==> src/rtl/tc_pkg.sv <==
package tc_pkg;

   localparam int TC_BITS = 26;

   typedef struct packed {
      logic [1:0] h_t;
      logic [3:0] h_u;
      logic [2:0] m_t;
      logic [3:0] m_u;
      logic [2:0] s_t;
      logic [3:0] s_u;
      logic [1:0] f_t;
      logic [3:0] f_u;
   } tc_word_t;

   typedef enum logic [1:0] {
      RATE_24      = 2'd0,
      RATE_25      = 2'd1,
      RATE_30      = 2'd2,
      RATE_30_DROP = 2'd3
   } rate_e;

   typedef enum logic [1:0] {
      RD_CLEAR_REARM = 2'd0,
      RD_PEEK        = 2'd1,
      RD_CLEAR       = 2'd2,
      RD_PEEK_ALT    = 2'd3
   } rd_mode_e;

   // two BCD digits to binary
   function automatic logic [6:0] bcd_to_bin(input logic [3:0] tens, input logic [3:0] units);
      return ({3'b000, tens} * 7'd10) + {3'b000, units};
   endfunction

   // binary (below 80) to {tens, units}
   function automatic logic [7:0] bin_to_bcd(input logic [6:0] v);
      return {4'(v / 7'd10), 4'(v % 7'd10)};
   endfunction

   function automatic logic [6:0] frames_per_sec(input rate_e r);
      case (r)
         RATE_24: return 7'd24;
         RATE_25: return 7'd25;
         default: return 7'd30;
      endcase
   endfunction

endpackage

==> src/rtl/tc_err_counter.sv <==
module tc_err_counter
   import tc_pkg::*;
#(
   parameter int CNT_W = 8
)(
   input  logic             clk,
   input  logic             rst_n,
   input  logic             inc,
   input  logic             rd_req,
   input  logic [1:0]       rd_mode,
   output logic             rd_valid,
   output logic [CNT_W-1:0] rd_count,
   output logic             rearm
);

   localparam logic [CNT_W-1:0] CNT_MAX = {CNT_W{1'b1}};
   localparam logic [CNT_W-1:0] CNT_ONE = CNT_W'(1);

   generate
      if (CNT_W < 2 || CNT_W > 16) begin : g_bad_width
         $error("tc_err_counter: CNT_W must be within 2..16");
      end
   endgenerate

   logic [CNT_W-1:0] count_q;
   logic             clr;

   assign clr   = rd_req && ((rd_mode_e'(rd_mode) == RD_CLEAR_REARM) ||
                             (rd_mode_e'(rd_mode) == RD_CLEAR));
   assign rearm = rd_req && (rd_mode_e'(rd_mode) == RD_CLEAR_REARM);

   always_ff @(posedge clk) begin
      if (!rst_n) begin
         count_q  <= '0;
         rd_valid <= 1'b0;
         rd_count <= '0;
      end else begin
         rd_valid <= rd_req;
         if (rd_req)
            rd_count <= count_q;
         if (clr)
            count_q <= inc ? CNT_ONE : '0;
         else if (inc && (count_q != CNT_MAX))
            count_q <= count_q + CNT_ONE;
      end
   end

   assert_sat_hold_R9 : assert property (@(posedge clk) disable iff (!rst_n)
      (count_q == CNT_MAX && !clr) |=> (count_q == CNT_MAX));

   assert_no_loss_R11 : assert property (@(posedge clk) disable iff (!rst_n)
      (!clr) |=> (count_q >= $past(count_q)));

   assert_clear_R12 : assert property (@(posedge clk) disable iff (!rst_n)
      (clr && !inc) |=> (count_q == '0));

   assert_rd_timing_R13 : assert property (@(posedge clk) disable iff (!rst_n)
      rd_valid |-> $past(rd_req));

endmodule

==> config.mk <==
export PLATFORM = sky130hd
export DESIGN_NAME = tc_err_counter
export DESIGN_NICKNAME = d
export VERILOG_FILES = /design/src/rtl/tc_pkg.sv /design/src/rtl/tc_err_counter.sv
export SDC_FILE = /design/constraint.sdc
export NUM_CORES = 1
export LEC_CHECK = 0
export CELL_PAD_IN_SITES_DETAIL_PLACEMENT = 0
export CELL_PAD_IN_SITES_GLOBAL_PLACEMENT = 1
export CORE_AREA = 4 4 46 48
export DETAILED_ROUTE_END_ITERATION = 7
export DIE_AREA = 0 0 50 52
export DONT_BUFFER_PORTS = 1
export GPL_TIMING_DRIVEN = 0
export PLACE_DENSITY = 0.87
export SLEW_MARGIN = 30
export SYNTH_ARGS = -nofsm -noshare
export SYNTH_HDL_FRONTEND = slang
export SYNTH_SLANG_ARGS = --single-unit
==> constraint.sdc <==
create_clock -name clk -period 4.62 [get_ports clk]
set_clock_uncertainty 0.2 [all_clocks]
set_input_delay 0.924 -clock clk [delete_from_list [all_inputs] [get_ports clk]]
set_output_delay 0.924 -clock clk [all_outputs]
set_load 0.01 [all_outputs]
==> flow_summary.toml, run 1 <==
[logic_synthesis]
syn_area_um2 = 788
synth_seq_area_share_pct = 43.2
synth-main-ff-cell = "dfxtp_1"
netlist.area_leader.share_pct = 43.2
yosysWarnings = 0
yosysMostFrequentCell = "dfxtp_1"
yosysTopAreaCell = "dfxtp_1"
synthArstFlopShare_pct = 0
synth_nets = 90
avgSynthCellArea_um2 = 9.50
synth_edf_count = 0
yosys-top-cells-count = "dfxtp_1 (17), mux2i_1 (13), nor2_1 (9)"
ys_ff_latch = 17
synthTopCellsByArea = "dfxtp_1 (43%), mux2i_1 (17%), nand3_1 (4.4%)"
synth_cell_types = 27
netlist_instances = 83

[status]
outcome = "complete, no violations"

[sta]
max_freq_ghz = 0.351
fin_crit_ns = 2.85
hold_violations = 0
period_share_pct = 61.6
slew_viol_final = 0
tightest_slew_ns = 0.455
relSlewSlack_pct = 69.7
grt_setup_unrepaired = "false"
final-setup-viol-count = 0
fin_tns_setup_ns = 0

[power_and_ir_drop]
vdd_ir_drop_max_mv = 0.174
power_frac_clock_pct = 32.2
combPwrFrac_pct = 6.4
powerDensity_nw_per_um2 = 292
sw_frac_of_total_pct = 23.6
power_leakage_nw = 0.333
internal-power_mw = 0.189
p_switching_mw = 0.0583
power_frac_seq_pct = 61.4

[cells_and_area]
fillers = 165
fin_area_um2 = 846
antenna_cells = 0
syn_to_final_growth_pct = 7.30
nets = 95
drive_above_1_share_pct = 10.3

[die]
die_h_um = 52
rows = 15
dieArea_um2 = 2600
core_area_um2 = 1710
die_w_um = 50
initial_utilization_pct = 46.2
num_io_pins = 16

[worst_setup_path]
path_max_fanout = 10
critPathLaunchType = "input pin"
arrival_ns = 1.72
critPathRequiredTime_ns = 3.50
path_class = "input pin to primary output"
endpoint_kind = "primary output"

[clock_network]
root_buffer = "clkbuf_4"
cts_buffers = 3
cts-resized-gates = 0
clk_pin_slew_ns = 0.09
cts_setup_buffers = 0
clk_latency_ns = 0.29
cts_tree = "done"
htreeDepth = 1
cts_sinks = 17
cts-hold-fix-buffers = 0
clk_path_buf_depth = 2

[drt]
wl_um = 1530
drc = 0
firstDrtPassIters = 4
routedWlPerCell_um = 13.7
drt-vias-per-instance = 5.50
antenna_left = 0
drtIter0Drc = 18
vias = 616

[placement]
hpwlAfterDp_um = 1080
gp_congestion = 0.728
io_buffers = 0
placed_area_um2 = 820

[global_routing]
grt_pass1_vias = 597
grt_max_degree = 11
grt_pass1_wl_um = 2650
antenna_found_initial = 0
gr-total-overflow = 0
grt_use_total_pct = 13.6

[worst_hold_path]
hold_class = "register to register"

[run]
max_cap_viol_count = 0
## state kept, by name, summed over array words and instances (netlist names)
register,cells
rd_count,8
rd_valid,1
count_q,8
## final cells by class
cell class                      instances  area (um^2)  share of cell area [%]
Inverter                                2         7.51                   0.888
Clock buffer                            4         26.3                    3.11
Tap cell                               25         31.3                    3.70
Multi-Input combinational cell         59          404                    47.8
Sequential cell                        17          340                    40.2
Buffer                                  5         36.3                    4.29
## through the flow
stage	total power [mW]	worst slack, ns	hold slack, ns	util (%)	cells
after global placement	0.171	1.78	0.302	48.0	108
final	0.247	1.77	0.321	49.5	112
after floorplan	0.168	1.88	0.276	-	83
after global routing	0.260	1.69	0.356	49.5	112
after detailed placement	0.171	1.76	0.307	48.0	108
after CTS	0.251	1.76	0.320	49.5	112
## per-layer routing
metal / vias up / global-route usage, % / share of wire, %
li1: 309 / - / -
met1: 287 / 15.3 / 46
met2: 18 / 21.5 / 44
met3: 2 / 6.30 / 8.0
met4: 0 / 6.91 / 1.3
met5: - / 0 / 0
## cell families (layout without fill, tap and decap cells)
group                      Yosys count  in the layout  synth area share (%)
buffers and inverters                7             11                  5.56
DFF                                 17             17                  43.2
adders and majority gates            1              1                  1.59
muxes                               13             13                  16.5
AOI/OAI and AO/OA                   11             11                  9.21
and+or+nand+nor                     34             34                  24.0
## cell usage in the layout, fill, tap and decap left out, drive strengths merged
cell and n:
a211oi 1, nand3b 3, inv 2, a211o 1
buf 4, nand2 2, clkbuf 5, a21oi 6
and2b 1, nand4 4, nor2 9, and2 1
and4 1, a31oi 1, mux2i 13, o21bai 1
nand3 7, nor4b 1, ha 1, and3 1
nor3 1, o31ai 1, or3 1, dfxtp 17
nand2b 1, nor3b 1
## final timing paths
kind                            startpoint         end  slack [ns]  cells after the start
worst max-delay path                rd_req       rearm        1.77                      4
worst max register to register  count_q[0]  count_q[0]        2.96                      5
worst min register to register  count_q[1]  count_q[1]        0.32                      2
worst min-delay path            count_q[1]  count_q[1]        0.32                      2
## critical path, cell delays in order
cell	delay, ns
buf_2	0.25
nand2b_1	0.15
buf_2	0.21
nor2_1	0.20
## power groups by stage
stage / combinational [mW] / sequential, mW / clock [mW]
after CTS: 0.0159 / 0.152 / 0.0834
after global placement: 0.0156 / 0.155 / 0
after floorplan: 0.0133 / 0.155 / 0
after detailed placement: 0.0159 / 0.155 / 0
after global routing: 0.0175 / 0.152 / 0.0906
final: 0.0158 / 0.152 / 0.0797
No activity file was read; power rests on OpenSTA's default activity.
==> run 2: changes to the inputs <==
--- a/config.mk
+++ b/config.mk
@@ -7,12 +7,12 @@
 export LEC_CHECK = 0
 export CELL_PAD_IN_SITES_DETAIL_PLACEMENT = 0
 export CELL_PAD_IN_SITES_GLOBAL_PLACEMENT = 1
-export CORE_AREA = 4 4 46 48
+export CORE_AREA = 4 4 50 52
 export DETAILED_ROUTE_END_ITERATION = 7
-export DIE_AREA = 0 0 50 52
+export DIE_AREA = 0 0 54 56
 export DONT_BUFFER_PORTS = 1
 export GPL_TIMING_DRIVEN = 0
-export PLACE_DENSITY = 0.87
+export PLACE_DENSITY = 0.79
 export SLEW_MARGIN = 30
 export SYNTH_ARGS = -nofsm -noshare
 export SYNTH_HDL_FRONTEND = slang
==> constraint.sdc (replaced) <==
create_clock -name clk -period 2.42 [get_ports clk]
set_clock_uncertainty 0.2 [all_clocks]
set_input_delay 0.484 -clock clk [delete_from_list [all_inputs] [get_ports clk]]
set_output_delay 0.484 -clock clk [all_outputs]
set_load 0.01 [all_outputs]
==> flow_summary.toml, run 2 (synthesis results as in run 1) <==
[drt]
drc = 0
routedWlPerCell_um = 13.7
wl_met3_um = 169
drt-vias-per-instance = 5.17
firstDrtPassIters = 4
drtIter0Drc = 8
highest_layer = "met4"
routed-wl-met2_um = 608
vias = 595
wl_um = 1570
wl_met1_um = 746
antenna_left = 0

[clock_network]
clk_pin_slew_ns = 0.09
cts-hold-fix-buffers = 0
cts_buffers = 3
cts_setup_buffers = 0
cts-resized-gates = 0
root_buffer = "clkbuf_4"
htreeDepth = 1
cts_tree = "done"
clk_path_buf_depth = 2
cts_sinks = 17
clk_latency_ns = 0.29

[sta]
fin_crit_ns = 1.98
hold_violations = 0
tightest_slew_ns = 0.418
holdWs_ns = 0.179
layout_setup_ws_ns = 0.444
fin_tns_setup_ns = 0
grt_setup_unrepaired = "false"
relSlewSlack_pct = 72.1
final-setup-viol-count = 0
slew_viol_final = 0
period_share_pct = 81.7
max_freq_ghz = 0.506

[cells_and_area]
reg.largest.list = "count_q (8), rd_count (8), rd_valid (1)"
antenna_cells = 0
final_common_cell = "dfxtp_1"
drive_above_1_share_pct = 10.3
fin_area_um2 = 850
syn_to_final_growth_pct = 7.78
final_cell_mix = "dfxtp_1 (17), mux2i_1 (13), nor2_1 (9)"
ff_latch_area_um2 = 340
multi_input_area_um2 = 404
fillers = 224
nets = 95

[placement]
hpwlAfterDp_um = 1090
placed_area_um2 = 823
io_buffers = 0
place_ws_ns = 0.437
gp_congestion = 0.823

[run]
max_cap_viol_count = 0

[die]
die_w_um = 54
dieArea_um2 = 3020
core_area_um2 = 2110
num_io_pins = 16
initial_utilization_pct = 37.4
die_h_um = 56
rows = 17

[global_routing]
grt_pass1_wl_um = 2610
grt_pass1_vias = 559
grt_max_degree = 11
grt_use_total_pct = 11.9
gr-total-overflow = 0
antenna_found_initial = 0

[status]
outcome = "complete, no violations"

[worst_setup_path]
path_cells = "buf_2 > nand2b_1 > buf_2 > nor2_1"
path_class = "input pin to primary output"
critPathLaunchType = "input pin"
crit_top_cell = "buf_2"
critPathRequiredTime_ns = 1.74
worst_path_largest_cell_delay_ns = 0.26
arrival_ns = 1.29
crit_slowest_cell = "buf_2"
endpoint_kind = "primary output"
path_max_fanout = 10

[power_and_ir_drop]
power_leakage_nw = 0.333
powerDensity_nw_per_um2 = 558
vdd_ir_drop_max_mv = 0.301

[worst_hold_path]
hold_class = "input pin to register"
run 2: cell counts in the layout (fill, tap and decap cells not counted):
Identical to the previous run, type by type.
run 2: cell type report:
type                            instances  area share (%)
Sequential cell                        17            40.1
Buffer                                  5            4.27
Inverter                                2           0.884
Clock buffer                            4            3.09
Tap cell                               28            4.12
Multi-Input combinational cell         59            47.6
run 2: per-layer routing:
layer	up-vias	global-route usage (%)
li1	307	-
met1	259	17.1
met2	24	14.5
met3	5	4.02
met4	0	7.47
met5	-	0
run 2: critical path, delay by kind of cell:
kind / cells / cell delay (ns)
AND/OR/NAND/NOR: 2 / 0.34
buffers and inverters: 2 / 0.46
run 2: worst paths after layout:
check	end	cells after the start	from	slack (ns)
setup / recovery	rearm	4	rd_req	0.44
hold / removal	count_q[0]	2	inc	0.18
hold reg to reg	count_q[1]	2	count_q[1]	0.32
setup reg to reg	count_q[0]	5	count_q[0]	0.78
run 2: power by group:
| part | internal (mW) | total, mW | switching, mW |
|---|---|---|---|
| logic | 0.0125 | 0.0304 | 0.0179 |
| clock network | 0.0642 | 0.154 | 0.0900 |
| registers | 0.284 | 0.290 | 0.00538 |
| total | 0.361 | 0.474 | 0.113 |
run 2: stage by stage:
stage | util [%] | total power, mW | instances
after floorplan | - | 0.320 | 83
after global placement | 39.1 | 0.326 | 111
after detailed placement | 39.1 | 0.327 | 111
after CTS | 40.3 | 0.478 | 115
after global routing | 40.3 | 0.505 | 115
final | 40.3 | 0.474 | 115
